## src/rtl/stp_pkg.sv

```systemverilog
package stp_pkg;
  parameter int IDX_W     = 5;
  localparam int POSITIONS = 1 << IDX_W;
  localparam int QUAD      = POSITIONS / 4;
  parameter int MAG_W     = 8;
  localparam logic [MAG_W-1:0] FULL_MAG = {MAG_W{1'b1}};
  localparam logic [IDX_W-1:0] HOME_IDX = IDX_W'(POSITIONS / 8);

  typedef enum logic [1:0] {
    DEC_SLOW  = 2'b00,
    DEC_MIXED = 2'b01,
    DEC_FAST  = 2'b10
  } decay_t;

  // cos(k * 11.25 deg) scaled to full code, k = 0..8
  function automatic logic [MAG_W-1:0] level_mag(input logic [3:0] k);
    case (k)
      4'd0:    level_mag = 8'd255;
      4'd1:    level_mag = 8'd250;
      4'd2:    level_mag = 8'd236;
      4'd3:    level_mag = 8'd212;
      4'd4:    level_mag = 8'd180;
      4'd5:    level_mag = 8'd142;
      4'd6:    level_mag = 8'd98;
      4'd7:    level_mag = 8'd50;
      default: level_mag = 8'd0;
    endcase
  endfunction

  function automatic logic [3:0] cos_level(input logic [IDX_W-1:0] idx);
    logic [3:0] r;
    r = {1'b0, idx[2:0]};
    cos_level = idx[3] ? (4'd8 - r) : r;
  endfunction

  function automatic logic [MAG_W-1:0] wave_mag(input logic [IDX_W-1:0] idx,
                                                input logic use_sin);
    logic [IDX_W-1:0] shifted;
    shifted = use_sin ? (idx - IDX_W'(QUAD)) : idx;
    wave_mag = level_mag(cos_level(shifted));
  endfunction

  function automatic logic wave_neg(input logic [IDX_W-1:0] idx,
                                    input logic use_sin);
    if (use_sin) wave_neg = (idx > IDX_W'(2 * QUAD));
    else         wave_neg = (idx > IDX_W'(QUAD)) && (idx < IDX_W'(3 * QUAD));
  endfunction

  function automatic logic [IDX_W-1:0] step_inc(input logic ms_lo, input logic ms_hi);
    step_inc = IDX_W'(QUAD) >> {ms_hi, ms_lo};
  endfunction

  function automatic decay_t falling_decay(input logic [1:0] sel);
    case (sel)
      2'b00:   falling_decay = DEC_SLOW;
      2'b10:   falling_decay = DEC_FAST;
      default: falling_decay = DEC_MIXED;
    endcase
  endfunction
endpackage

```

## src/rtl/stp_edge.sv

```systemverilog
module stp_edge (
  input  logic clk,
  input  logic rst_n,
  input  logic step_in,
  input  logic clr,
  output logic step_evt
);
  logic step_q;

  always_ff @(posedge clk or negedge rst_n) begin
    if (!rst_n) step_q <= 1'b1;
    else        step_q <= step_in;
  end

  assign step_evt = step_in & ~step_q & ~clr;

  assert_single_pulse_R4: assert property (@(posedge clk) disable iff (!rst_n)
    step_evt |=> !step_evt);
endmodule

```

## src/rtl/stp_index.sv

```systemverilog
module stp_index
  import stp_pkg::*;
(
  input  logic             clk,
  input  logic             rst_n,
  input  logic             clr,
  input  logic             step_evt,
  input  logic             dir_in,
  input  logic             res_a,
  input  logic             res_b,
  output logic [IDX_W-1:0] idx,
  output logic [IDX_W-1:0] idx_nxt
);
  logic [IDX_W-1:0] inc;

  assign inc     = step_inc(res_a, res_b);
  assign idx_nxt = dir_in ? (idx + inc) : (idx - inc);

  always_ff @(posedge clk or negedge rst_n) begin
    if (!rst_n)        idx <= HOME_IDX;
    else if (clr)      idx <= HOME_IDX;
    else if (step_evt) idx <= idx_nxt;
  end

  assert_home_on_clear_R7: assert property (@(posedge clk) disable iff (!rst_n)
    clr |=> (idx == HOME_IDX));
  assert_step_moves_R3: assert property (@(posedge clk) disable iff (!rst_n)
    (step_evt && !clr) |=> (idx != $past(idx)));
  assert_idle_holds_R4: assert property (@(posedge clk) disable iff (!rst_n)
    (!step_evt && !clr) |=> $stable(idx));
endmodule

```

## src/rtl/stp_phase.sv

```systemverilog
module stp_phase
  import stp_pkg::*;
#(
  parameter bit USE_SIN = 1'b0
) (
  input  logic             clk,
  input  logic             rst_n,
  input  logic             clr,
  input  logic             step_evt,
  input  logic [IDX_W-1:0] idx,
  input  logic [IDX_W-1:0] idx_nxt,
  input  logic [1:0]       pfd_sel,
  output logic [MAG_W-1:0] mag,
  output logic             neg,
  output logic [1:0]       decay
);
  logic [MAG_W-1:0] mag_nxt;
  logic             mag_falls;
  decay_t           decay_q;

  assign mag       = wave_mag(idx, USE_SIN);
  assign neg       = wave_neg(idx, USE_SIN);
  assign mag_nxt   = wave_mag(idx_nxt, USE_SIN);
  assign mag_falls = (mag_nxt < mag);

  always_ff @(posedge clk or negedge rst_n) begin
    if (!rst_n)        decay_q <= DEC_MIXED;
    else if (clr)      decay_q <= DEC_MIXED;
    else if (step_evt) decay_q <= mag_falls ? falling_decay(pfd_sel) : DEC_SLOW;
  end

  assign decay = decay_q;

  assert_rise_is_slow_R8: assert property (@(posedge clk) disable iff (!rst_n)
    ($past(step_evt && !clr) && (mag >= $past(mag))) |-> (decay == DEC_SLOW));
  assert_decay_holds_R8: assert property (@(posedge clk) disable iff (!rst_n)
    (!step_evt && !clr) |=> $stable(decay));
  assert_clear_mixed_R7: assert property (@(posedge clk) disable iff (!rst_n)
    clr |=> (decay == DEC_MIXED));
  assert_zero_positive_R2: assert property (@(posedge clk) disable iff (!rst_n)
    (mag == '0) |-> !neg);
endmodule

```

## src/rtl/stp_translator.sv

```systemverilog
module stp_translator
  import stp_pkg::*;
(
  input  logic       clk,
  input  logic       rst_n,
  input  logic       step_in,
  input  logic       dir_in,
  input  logic       res_a,
  input  logic       res_b,
  input  logic [1:0] pfd_sel,
  input  logic       uv_req,
  output logic [7:0] ph1_mag,
  output logic       ph1_neg,
  output logic [1:0] ph1_decay,
  output logic [7:0] ph2_mag,
  output logic       ph2_neg,
  output logic [1:0] ph2_decay
);
  logic             step_evt;
  logic [IDX_W-1:0] idx;
  logic [IDX_W-1:0] idx_nxt;
  logic [MAG_W-1:0] mag_w [2];
  logic             neg_w [2];
  logic [1:0]       dec_w [2];

  stp_edge u_edge (
    .clk(clk), .rst_n(rst_n), .step_in(step_in), .clr(uv_req), .step_evt(step_evt)
  );

  stp_index u_index (
    .clk(clk), .rst_n(rst_n), .clr(uv_req), .step_evt(step_evt), .dir_in(dir_in),
    .res_a(res_a), .res_b(res_b), .idx(idx), .idx_nxt(idx_nxt)
  );

  for (genvar g = 0; g < 2; g++) begin : g_phase
    stp_phase #(.USE_SIN(g == 1)) u_phase (
      .clk(clk), .rst_n(rst_n), .clr(uv_req), .step_evt(step_evt), .idx(idx),
      .idx_nxt(idx_nxt), .pfd_sel(pfd_sel), .mag(mag_w[g]), .neg(neg_w[g]),
      .decay(dec_w[g])
    );
  end

  assign ph1_mag   = mag_w[0];
  assign ph1_neg   = neg_w[0];
  assign ph1_decay = dec_w[0];
  assign ph2_mag   = mag_w[1];
  assign ph2_neg   = neg_w[1];
  assign ph2_decay = dec_w[1];

  assert_quadrature_a_R2: assert property (@(posedge clk) disable iff (!rst_n)
    (ph1_mag == '0) |-> (ph2_mag == FULL_MAG));
  assert_quadrature_b_R2: assert property (@(posedge clk) disable iff (!rst_n)
    (ph2_mag == '0) |-> (ph1_mag == FULL_MAG));
endmodule

```

## config.mk

```make
export PLATFORM = sky130hd
export DESIGN_NAME = stp_translator
export DESIGN_NICKNAME = d
export VERILOG_FILES = /design/src/rtl/stp_pkg.sv /design/src/rtl/stp_edge.sv /design/src/rtl/stp_index.sv /design/src/rtl/stp_phase.sv /design/src/rtl/stp_translator.sv
export SDC_FILE = /design/constraint.sdc
export NUM_CORES = 1
export LEC_CHECK = 0
export BUFFER_PORTS_ARGS = -buffer_cell sky130_fd_sc_hd__buf_2
export CORE_MARGIN = 2
export CORE_UTILIZATION = 60
export CTS_BUF_LIST = sky130_fd_sc_hd__clkbuf_8
export DETAILED_ROUTE_END_ITERATION = 12
export HOLD_SLACK_MARGIN = 0.1
export PLACE_DENSITY_LB_ADDON = 0.1
export SLEW_MARGIN = 15
export SYNTH_ARGS = -nofsm -noshare
export SYNTH_HDL_FRONTEND = slang
export SYNTH_SLANG_ARGS = --single-unit
export TNS_END_PERCENT = 5
```

## constraint.sdc

```tcl
create_clock -name clk -period 6.5 [get_ports clk]
set_input_delay 0.65 -clock clk [delete_from_list [all_inputs] [get_ports clk]]
set_output_delay 0.65 -clock clk [all_outputs]
set_load 0.02 [all_outputs]
```

==> results of run 1 <==
## per-stage QoR
step | utilization | hold slack, ps
after CTS | 0.6781 | 260.1
after global placement | 0.6670 | 514.1
after global routing | 0.6781 | 282.4
final | 0.6781 | 259.4
after detailed placement | 0.6670 | 517.7
after floorplan | - | 354.4
## kinds of logic after synthesis
| kind of cell | after synthesis |
|---|---|
| AO/OA/AOI/OAI | 94 |
| XOR/XNOR | 11 |
| adder cells (fa/ha/maj) | 35 |
| buffers and inverters | 39 |
| flip-flops | 10 |
| multiplexers | 14 |
| AND/OR/NAND/NOR | 115 |
## worst max-delay path, stage by stage
cell and delay (ps):
buf_2 120, and2_1 160, inv_1 50, ha_1 270
mux2_2 290, inv_1 80, fa_1 550, ha_1 420
or2_2 290, a211oi_1 320, nor2_1 180, ha_1 210
o21ai_0 70, o311a_1 190, ha_1 240, a21oi_1 140
o21ai_0 150, a2111oi_0 510, o21ai_0 180, nor2_1 130
## layout make-up
type,count,share of cell area
Sequential cell,10,0.1013
Tap cell,48,0.02383
Timing Repair Buffer,30,0.05958
Clock buffer,3,0.01639
Inverter,26,0.03873
Multi-Input combinational cell,269,0.7602
## worst max path at each step
stage	start	end	slack, ps	depth (start not counted)
2_1_floorplan	res_a	g_phase[1].u_phase.decay[0]$_DFFE_PN1P_	2040	19
3_5_place_dp	res_b	g_phase[1].u_phase.decay[0]$_DFFE_PN1P_	1300	20
4_1_cts	res_b	g_phase[1].u_phase.decay[0]$_DFFE_PN1P_	1520	20
3_3_place_gp	res_b	g_phase[1].u_phase.decay[0]$_DFFE_PN1P_	1350	20
5_1_grt	res_b	g_phase[1].u_phase.decay[0]$_DFFE_PN1P_	1060	20
6_report	res_b	g_phase[1].u_phase.decay[0]$_DFFE_PN1P_	1470	20
## sequential cells by signal, indices dropped and copies added (netlist names)
name	cells
u_edge.step_q	1
u_index.idx	5
g_phase.u_phase.decay	4
## metal layers
metal	wire length, um	GRT usage	up-vias
li1	-	-	1186
met4	61	0.06888	0
met1	2692	0.3841	1133
met2	2591	0.4338	61
met5	0	0	-
met3	338	0.02215	6
## cells in the final DEF, fill, tap and decap left out, types with 6 or more instances in the layout
| cell type | count |
|---|---|
| o21ai_0 | 28 |
| a21oi_1 | 19 |
| buf_2 | 30 |
| xnor2_1 | 8 |
| dfrtp_1 | 6 |
| mux2i_1 | 8 |
| and2_1 | 10 |
| nor2b_1 | 8 |
| nand2_1 | 42 |
| nor2_1 | 21 |
| inv_1 | 25 |
| ha_1 | 34 |
## where the power goes
part | internal [W] | switching (W)
registers | 0.0000743 | 0.00000908
clock network | 0.0000405 | 0.0000237
logic | 0.000179 | 0.000267
total | 0.000294 | 0.000300
==> summary.txt, run 1 <==
Layout
  • Final Cell Area: 2520 um2
  • Share of layout cells above drive strength 1: 0.1598
  • Multi-input logic area: 1916 um2
  • Storage element area: 255.2 um2
  • Final-layout fill cell count: 351
  • Layout Nets: 384
  • Antenna Cells: 0
  • Non-Filler Instances: 386
  • Area Growth Syn to Fin: 7.701%

Floorplanning
  • Die X-Extent: 66.45 um
  • Core area: 3716 um2
  • Rows: 22
  • Die ar.: 4415 um2
  • IO Count: 31
  • Die H: 66.45 um
  • Starting density of the core: 0.6296

Detailed routing
  • Final ANT Viol Nets: 0
  • Remaining DRCs: 0
  • Drt pass-1 iters: 4
  • Detailed Route WL: 5.684 mm
  • Via count: 2,386
  • Drt wl/cell: 14.73 um
  • DR iter-0 viols: 184
  • Via density: 6.181

Timing
  • Max-slew violation count: 0
  • Setup ws final: 1472 ps
  • Final setup viols: 0
  • Fmax: 198.9 MHz
  • Worst slew pin tran: 700.8 ps
  • Final setup TNS: 0 ps
  • Slew headroom: 0.5328
  • Skew final: 3.077 ps
  • Hold Vio Cnt, Final: 0
  • Period utilization: 0.7735
  • RSZ-0062 raised after global routing: false
  • Final Critical Period: 5028 ps

CTS
  • Post-cts hold buffer count: 0
  • Setup Buffers After CTS: 0
  • Post-cts gate resize count: 0
  • Clk buf depth: 2
  • Root buffer cell: clkbuf_8
  • CTS tree: built
  • CTS buffer count: 3
  • Clk_lat worst skew: 240 ps
  • Clock sink total: 10
  • Clock transition at the registers of the reported paths: 50 ps
  • H-tree depth: 1

Critical path
  • Worst EP required: 6670 ps
  • Reg2reg end: g_phase[1].u_phase.decay[0]$_DFFE_PN1P_
  • Crit path kind: in2reg
  • Crit path max fanout: 10
  • Worst reg2reg path depth: 15
  • R2r setup slk: 1790 ps
  • CP startpoint kind: input pin
  • Crit Reg-Reg Startpoint: u_index.idx[0]$_DFFE_PN0P_
  • WP data arrival: 5200 ps
  • CP Capture Type: flop

Yosys
  • Asr flop ratio synth: 1.000
  • Mux cell area share after synthesis: 0.06471
  • Synth Area in Simple Gates: 0.2455
  • Yosys top cell by area: ha_1
  • Top_reg_cell synth: dfrtp_1
  • Post-Synth Adder-Cell Area: 0.1904
  • Main combinational cell family by area after synthesis: compound AO/OA/AOI/OAI gates
  • Cell count after synthesis: 318
  • Synthesis warning total: 0
  • Mapped cell area: 2340 um2
  • Synth Area in Compound Gates: 0.2738
  • FF+latch count, synth: 10
  • Dominant cells by area after synthesis: ha_1 (18%), nand2_1 (6.7%), dfrtp_1 (6.4%)
  • Xor and xnor area share after synthesis: 0.04439
  • Post-synth EDFFs: 0
  • Share of the synthesized area in the top cell type: 0.1818
  • Commonest cells post-synth: nand2_1 (42), ha_1 (34), o21ai_0 (28)
  • Net Count, Synth: 362
  • Most frequent cell after synthesis: nand2_1
  • Sequential area share after synthesis: 0.1091
  • Syn Area/Cell: 7.358 um2
  • Netlist cell types: 62

Pwr
  • Overall power: 0.0005934 W
  • Static leakage: 1.229 nW
  • Worst vdd ir: 148.6 uV
  • Pwr/cell area: 235.5 nW/um2

Placement
  • Routability Congestion: 0.9300
  • PortBufs: 30
  • DP Cell Count: 383
  • Placement Cell Area: 2479 um2
  • DP Worst Slack: 1304 ps
  • Final HPWL DP: 4.568 mm

GRT
  • Grt ovf: 0
  • Antenna violations before repair: 0
  • Largest net degree at the start of global routing: 27
  • GRT Total Usage: 0.2691
  • First-pass GRT wire length: 9.273 mm
  • Vias in the first global route: 2,022

Outcome
  • Status: finished, final reports clean

Min path
  • Hold WC Path Type: in2async

Run
  • Max cap viols: 0
(Power assumes the default switching activity.)
==> run 2, diff against run 1 <==
--- a/config.mk
+++ b/config.mk
@@ -5,9 +5,10 @@
 export SDC_FILE = /design/constraint.sdc
 export NUM_CORES = 1
 export LEC_CHECK = 0
+export ABC_AREA = 1
 export BUFFER_PORTS_ARGS = -buffer_cell sky130_fd_sc_hd__buf_2
 export CORE_MARGIN = 2
-export CORE_UTILIZATION = 60
+export CORE_UTILIZATION = 59
 export CTS_BUF_LIST = sky130_fd_sc_hd__clkbuf_8
 export DETAILED_ROUTE_END_ITERATION = 12
 export HOLD_SLACK_MARGIN = 0.1
==> constraint.sdc (replaced) <==
create_clock -name clk -period 5.1 [get_ports clk]
set_input_delay 0.51 -clock clk [delete_from_list [all_inputs] [get_ports clk]]
set_output_delay 0.51 -clock clk [all_outputs]
set_load 0.02 [all_outputs]
==> run 2 against run 1 <==
Compared with the run above: utilization increased by 2.2 points; sequential cell count unchanged; power increased by 16%; critical endpoint unchanged; global-route usage decreased by 1.1 points; count of clock-buffer cells in the layout increased by 1; first-iteration DRC count decreased by 39%; final cell count decreased by 4.1%.
==> summary.txt, run 2 <==
Timing
  • Final setup TNS: 0 ps (unchanged)
  • RSZ-0062 raised after global routing: false
  • Period utilization: 0.7223
  • Slew headroom: 0.7331 (+0.2004)
  • Final Critical Period: 3684 ps
  • Fmax: 271.4 MHz
  • Worst slew pin tran: 397.6 ps (-303.2 ps)
  • Skew final: 3.445 ps (+0.3678 ps)
  • Max-slew violation count: 0 (unchanged)
  • Hold Vio Cnt, Final: 0 (unchanged)
  • Final setup viols: 0 (unchanged)

Layout
  • Antenna Cells: 0 (unchanged)
  • Commonest cells after routing, fill and taps aside: nand2_1 (64), inv_1 (54), ha_1 (34), buf_2 (30), nor2_1 (25)
  • Final Cell Area: 2138 um2 (-15%)
  • Share of layout cells above drive strength 1: 0.1994 (+0.03962)
  • Largest register FFs: 5 (unchanged)
  • Area Growth Syn to Fin: 13.86%
  • Most common cell after layout, fill and taps aside: nand2_1
  • Layout Nets: 371 (-3.4%)
  • Multi-input logic area: 1390 um2 (-27%)
  • Most flops, register: u_index.idx
  • Storage element area: 255.2 um2 (unchanged)
  • Final-layout fill cell count: 302 (-14%)

Yosys
  • Synthesis warning total: 0 (unchanged)
  • Post-synth EDFFs: 0 (unchanged)
  • Asr flop ratio synth: 1.000 (unchanged)
  • Dominant cells by area after synthesis: ha_1 (23%), nand2_1 (13%), inv_1 (11%)
  • Commonest cells post-synth: nand2_1 (64), inv_1 (54), ha_1 (34)
  • Sequential area share after synthesis: 0.1359 (+0.02682)
  • Share of the synthesized area in the top cell type: 0.2265 (+0.04470)
  • Mapped cell area: 1878 um2 (-20%)
  • Syn Area/Cell: 6.432 um2 (-13%)
  • Yosys top cell by area: ha_1
  • Cell count after synthesis: 292 (-8.2%)
  • FF+latch count, synth: 10 (unchanged)
  • Top_reg_cell synth: dfrtp_1
  • Netlist cell types: 30 (-52%)
  • Net Count, Synth: 336 (-7.2%)
  • Most frequent cell after synthesis: nand2_1

Critical path
  • WP data arrival: 3870 ps (-1330 ps)
  • CP delay by family, top: adder cells
  • Crit path depth: 20 (unchanged)
  • Most used cell, CP: nand2_1
  • Worst Path Buf+Inv: 3 (unchanged)
  • Worst EP required: 5280 ps (-1390 ps)
  • CP Capture Type: flop
  • Slowest-stage cell, CP: fa_1
  • Crit path max fanout: 6 (-4)
  • CP startpoint kind: input pin
  • Crit path kind: in2reg
  • Largest stage delay on the critical path: 510 ps (-40 ps)
  • Worst reg2reg path depth: 17 (+2)
  • Crit-path cells: buf_2, nand2_1, ha_1, nand2_1, o21a_1, fa_1, ha_1, xor2_1, inv_1, nand2_1, o21ai_1, inv_1, o21ai_0, a21oi_1, ha_1, a21oi_1, nor2_1, a211oi_1, nand3_1, nand2_1

Pwr
  • Pwr/cell area: 321.5 nW/um2 (+37%)
  • Static leakage: 1.210 nW (-1.6%)
  • Worst vdd ir: 186.4 uV (+25%)

GRT
  • Vias in the first global route: 1,733 (-14%)
  • Antenna violations before repair: 0 (unchanged)
  • Grt ovf: 0 (unchanged)
  • First-pass GRT wire length: 7.224 mm (-22%)
  • GRT Total Usage: 0.2585 (-0.01062)
  • Met2 usage: 0.4472 (+0.01345)
  • GR met1 Demand/Resource: 0.3338 (-0.05029)
  • Largest net degree at the start of global routing: 12 (-56%)
  • Layer with the highest usage: met2
  • GR Util met3: 0.02985 (+0.007704)

Outcome
  • Status: finished, final reports clean

Floorplanning
  • Die H: 60.42 um (-9.1%)
  • Starting density of the core: 0.6152 (-0.01447)
  • Rows: 20 (-9.1%)
  • IO Count: 31 (unchanged)
  • Core area: 3053 um2 (-18%)
  • Die ar.: 3651 um2 (-17%)
  • Die X-Extent: 60.42 um (-9.1%)

CTS
  • H-tree depth: 1 (unchanged)
  • Setup Buffers After CTS: 0 (unchanged)
  • Root buffer cell: clkbuf_8
  • Post-cts gate resize count: 0 (unchanged)
  • Clk_lat worst skew: 240 ps (about the same)
  • CTS tree: built
  • Clock sink total: 10 (unchanged)
  • Clk buf depth: 2 (unchanged)
  • Clock transition at the registers of the reported paths: 50 ps (about the same)
  • Post-cts hold buffer count: 0 (unchanged)
  • CTS buffer count: 3 (unchanged)

Detailed routing
  • Drt wl/cell: 11.54 um (-22%)
  • Via density: 5.176 (-16%)
  • Detailed Route WL: 4.268 mm (-25%)
  • Final ANT Viol Nets: 0 (unchanged)
  • Drt pass-1 iters: 4 (unchanged)
  • Via count: 1,915 (-20%)
  • DR iter-0 viols: 113 (-39%)
  • Remaining DRCs: 0 (unchanged)

Placement
  • Routability Congestion: 0.8945 (-3.8%)
  • Final HPWL DP: 3.589 mm (-21%)
  • PortBufs: 30 (unchanged)
  • Placement Cell Area: 2083 um2 (-16%)

Run
  • Max cap viols: 0 (unchanged)

Min path
  • Hold WC Path Type: in2async
-- run 2: routing by layer --
metal / up-vias / share of wire / wire [um]
met5: - / 0 / 0
li1: 1007 / - / -
met2: 56 / 0.47 / 1992
met1: 844 / 0.46 / 1968
met4: 0 / 0.019 / 80
met3: 8 / 0.053 / 227
-- run 2: worst register-to-register path, delay by kind of cell, from the launching register on --
kind,cells,cell delay (ps)
AO/OA/AOI/OAI,5,940
adder cells (fa/ha/maj),4,1370
XOR/XNOR,1,170
AND/OR/NAND/NOR,4,310
buffers and inverters,3,250
flip-flops,1,500
-- run 2: power by group --
group          leakage, nW  internal (W)   total, W  switching [W]
clock network       0.0288     0.0000682   0.000104      0.0000354
logic                 1.06      0.000176   0.000491       0.000315
registers            0.124     0.0000870  0.0000927     0.00000572
-- run 2: layout make-up --
class / count / area share
Inverter: 61 / 0.1088
Sequential cell: 10 / 0.1194
Multi-Input combinational cell: 221 / 0.6501
Clock buffer: 4 / 0.02575
Timing Repair Buffer: 30 / 0.07022
Tap cell: 44 / 0.02575
-- run 2: cell families after synthesis --
kind of cell,Yosys count,share of synthesized area
adder cells (fa/ha/maj),35,0.2372
XOR/XNOR,4,0.01866
AO/OA/AOI/OAI,52,0.1579
AND/OR/NAND/NOR,130,0.3265
flip-flops,10,0.1359
buffers and inverters,61,0.1239
-- run 2: metrics by stage --
step / util / hold WS (ps) / setup slack [ps] / total power [W] / instances
floorplan: - / 214.4 / 1708 / 0.0004744 / 292
global placement: 0.6824 / 378.9 / 1281 / 0.0005738 / 366
detailed placement: 0.6824 / 391.9 / 1226 / 0.0005840 / 366
CTS: 0.7004 / 135.4 / 1460 / 0.0006878 / 370
global route: 0.7004 / 146.3 / 1026 / 0.0007716 / 370
finish: 0.7004 / 123.9 / 1416 / 0.0006874 / 370
-- run 2: final timing paths --
path	slack [ps]	end	startpoint
setup reg to reg	1540	g_phase[1].u_phase.decay[0]$_DFFE_PN1P_	u_index.idx[0]$_DFFE_PN0P_
min in group clk	380	u_edge.step_q$_DFF_PN1_	step_in
max in group asynchronous	4710	u_index.idx[2]$_DFFE_PN1P_	rst_n
hold / removal	120	g_phase[0].u_phase.decay[1]$_DFFE_PN0P_	rst_n
setup / recovery	1420	g_phase[1].u_phase.decay[0]$_DFFE_PN1P_	res_b
hold reg to reg	470	g_phase[1].u_phase.decay[1]$_DFFE_PN0P_	g_phase[1].u_phase.decay[1]$_DFFE_PN0P_
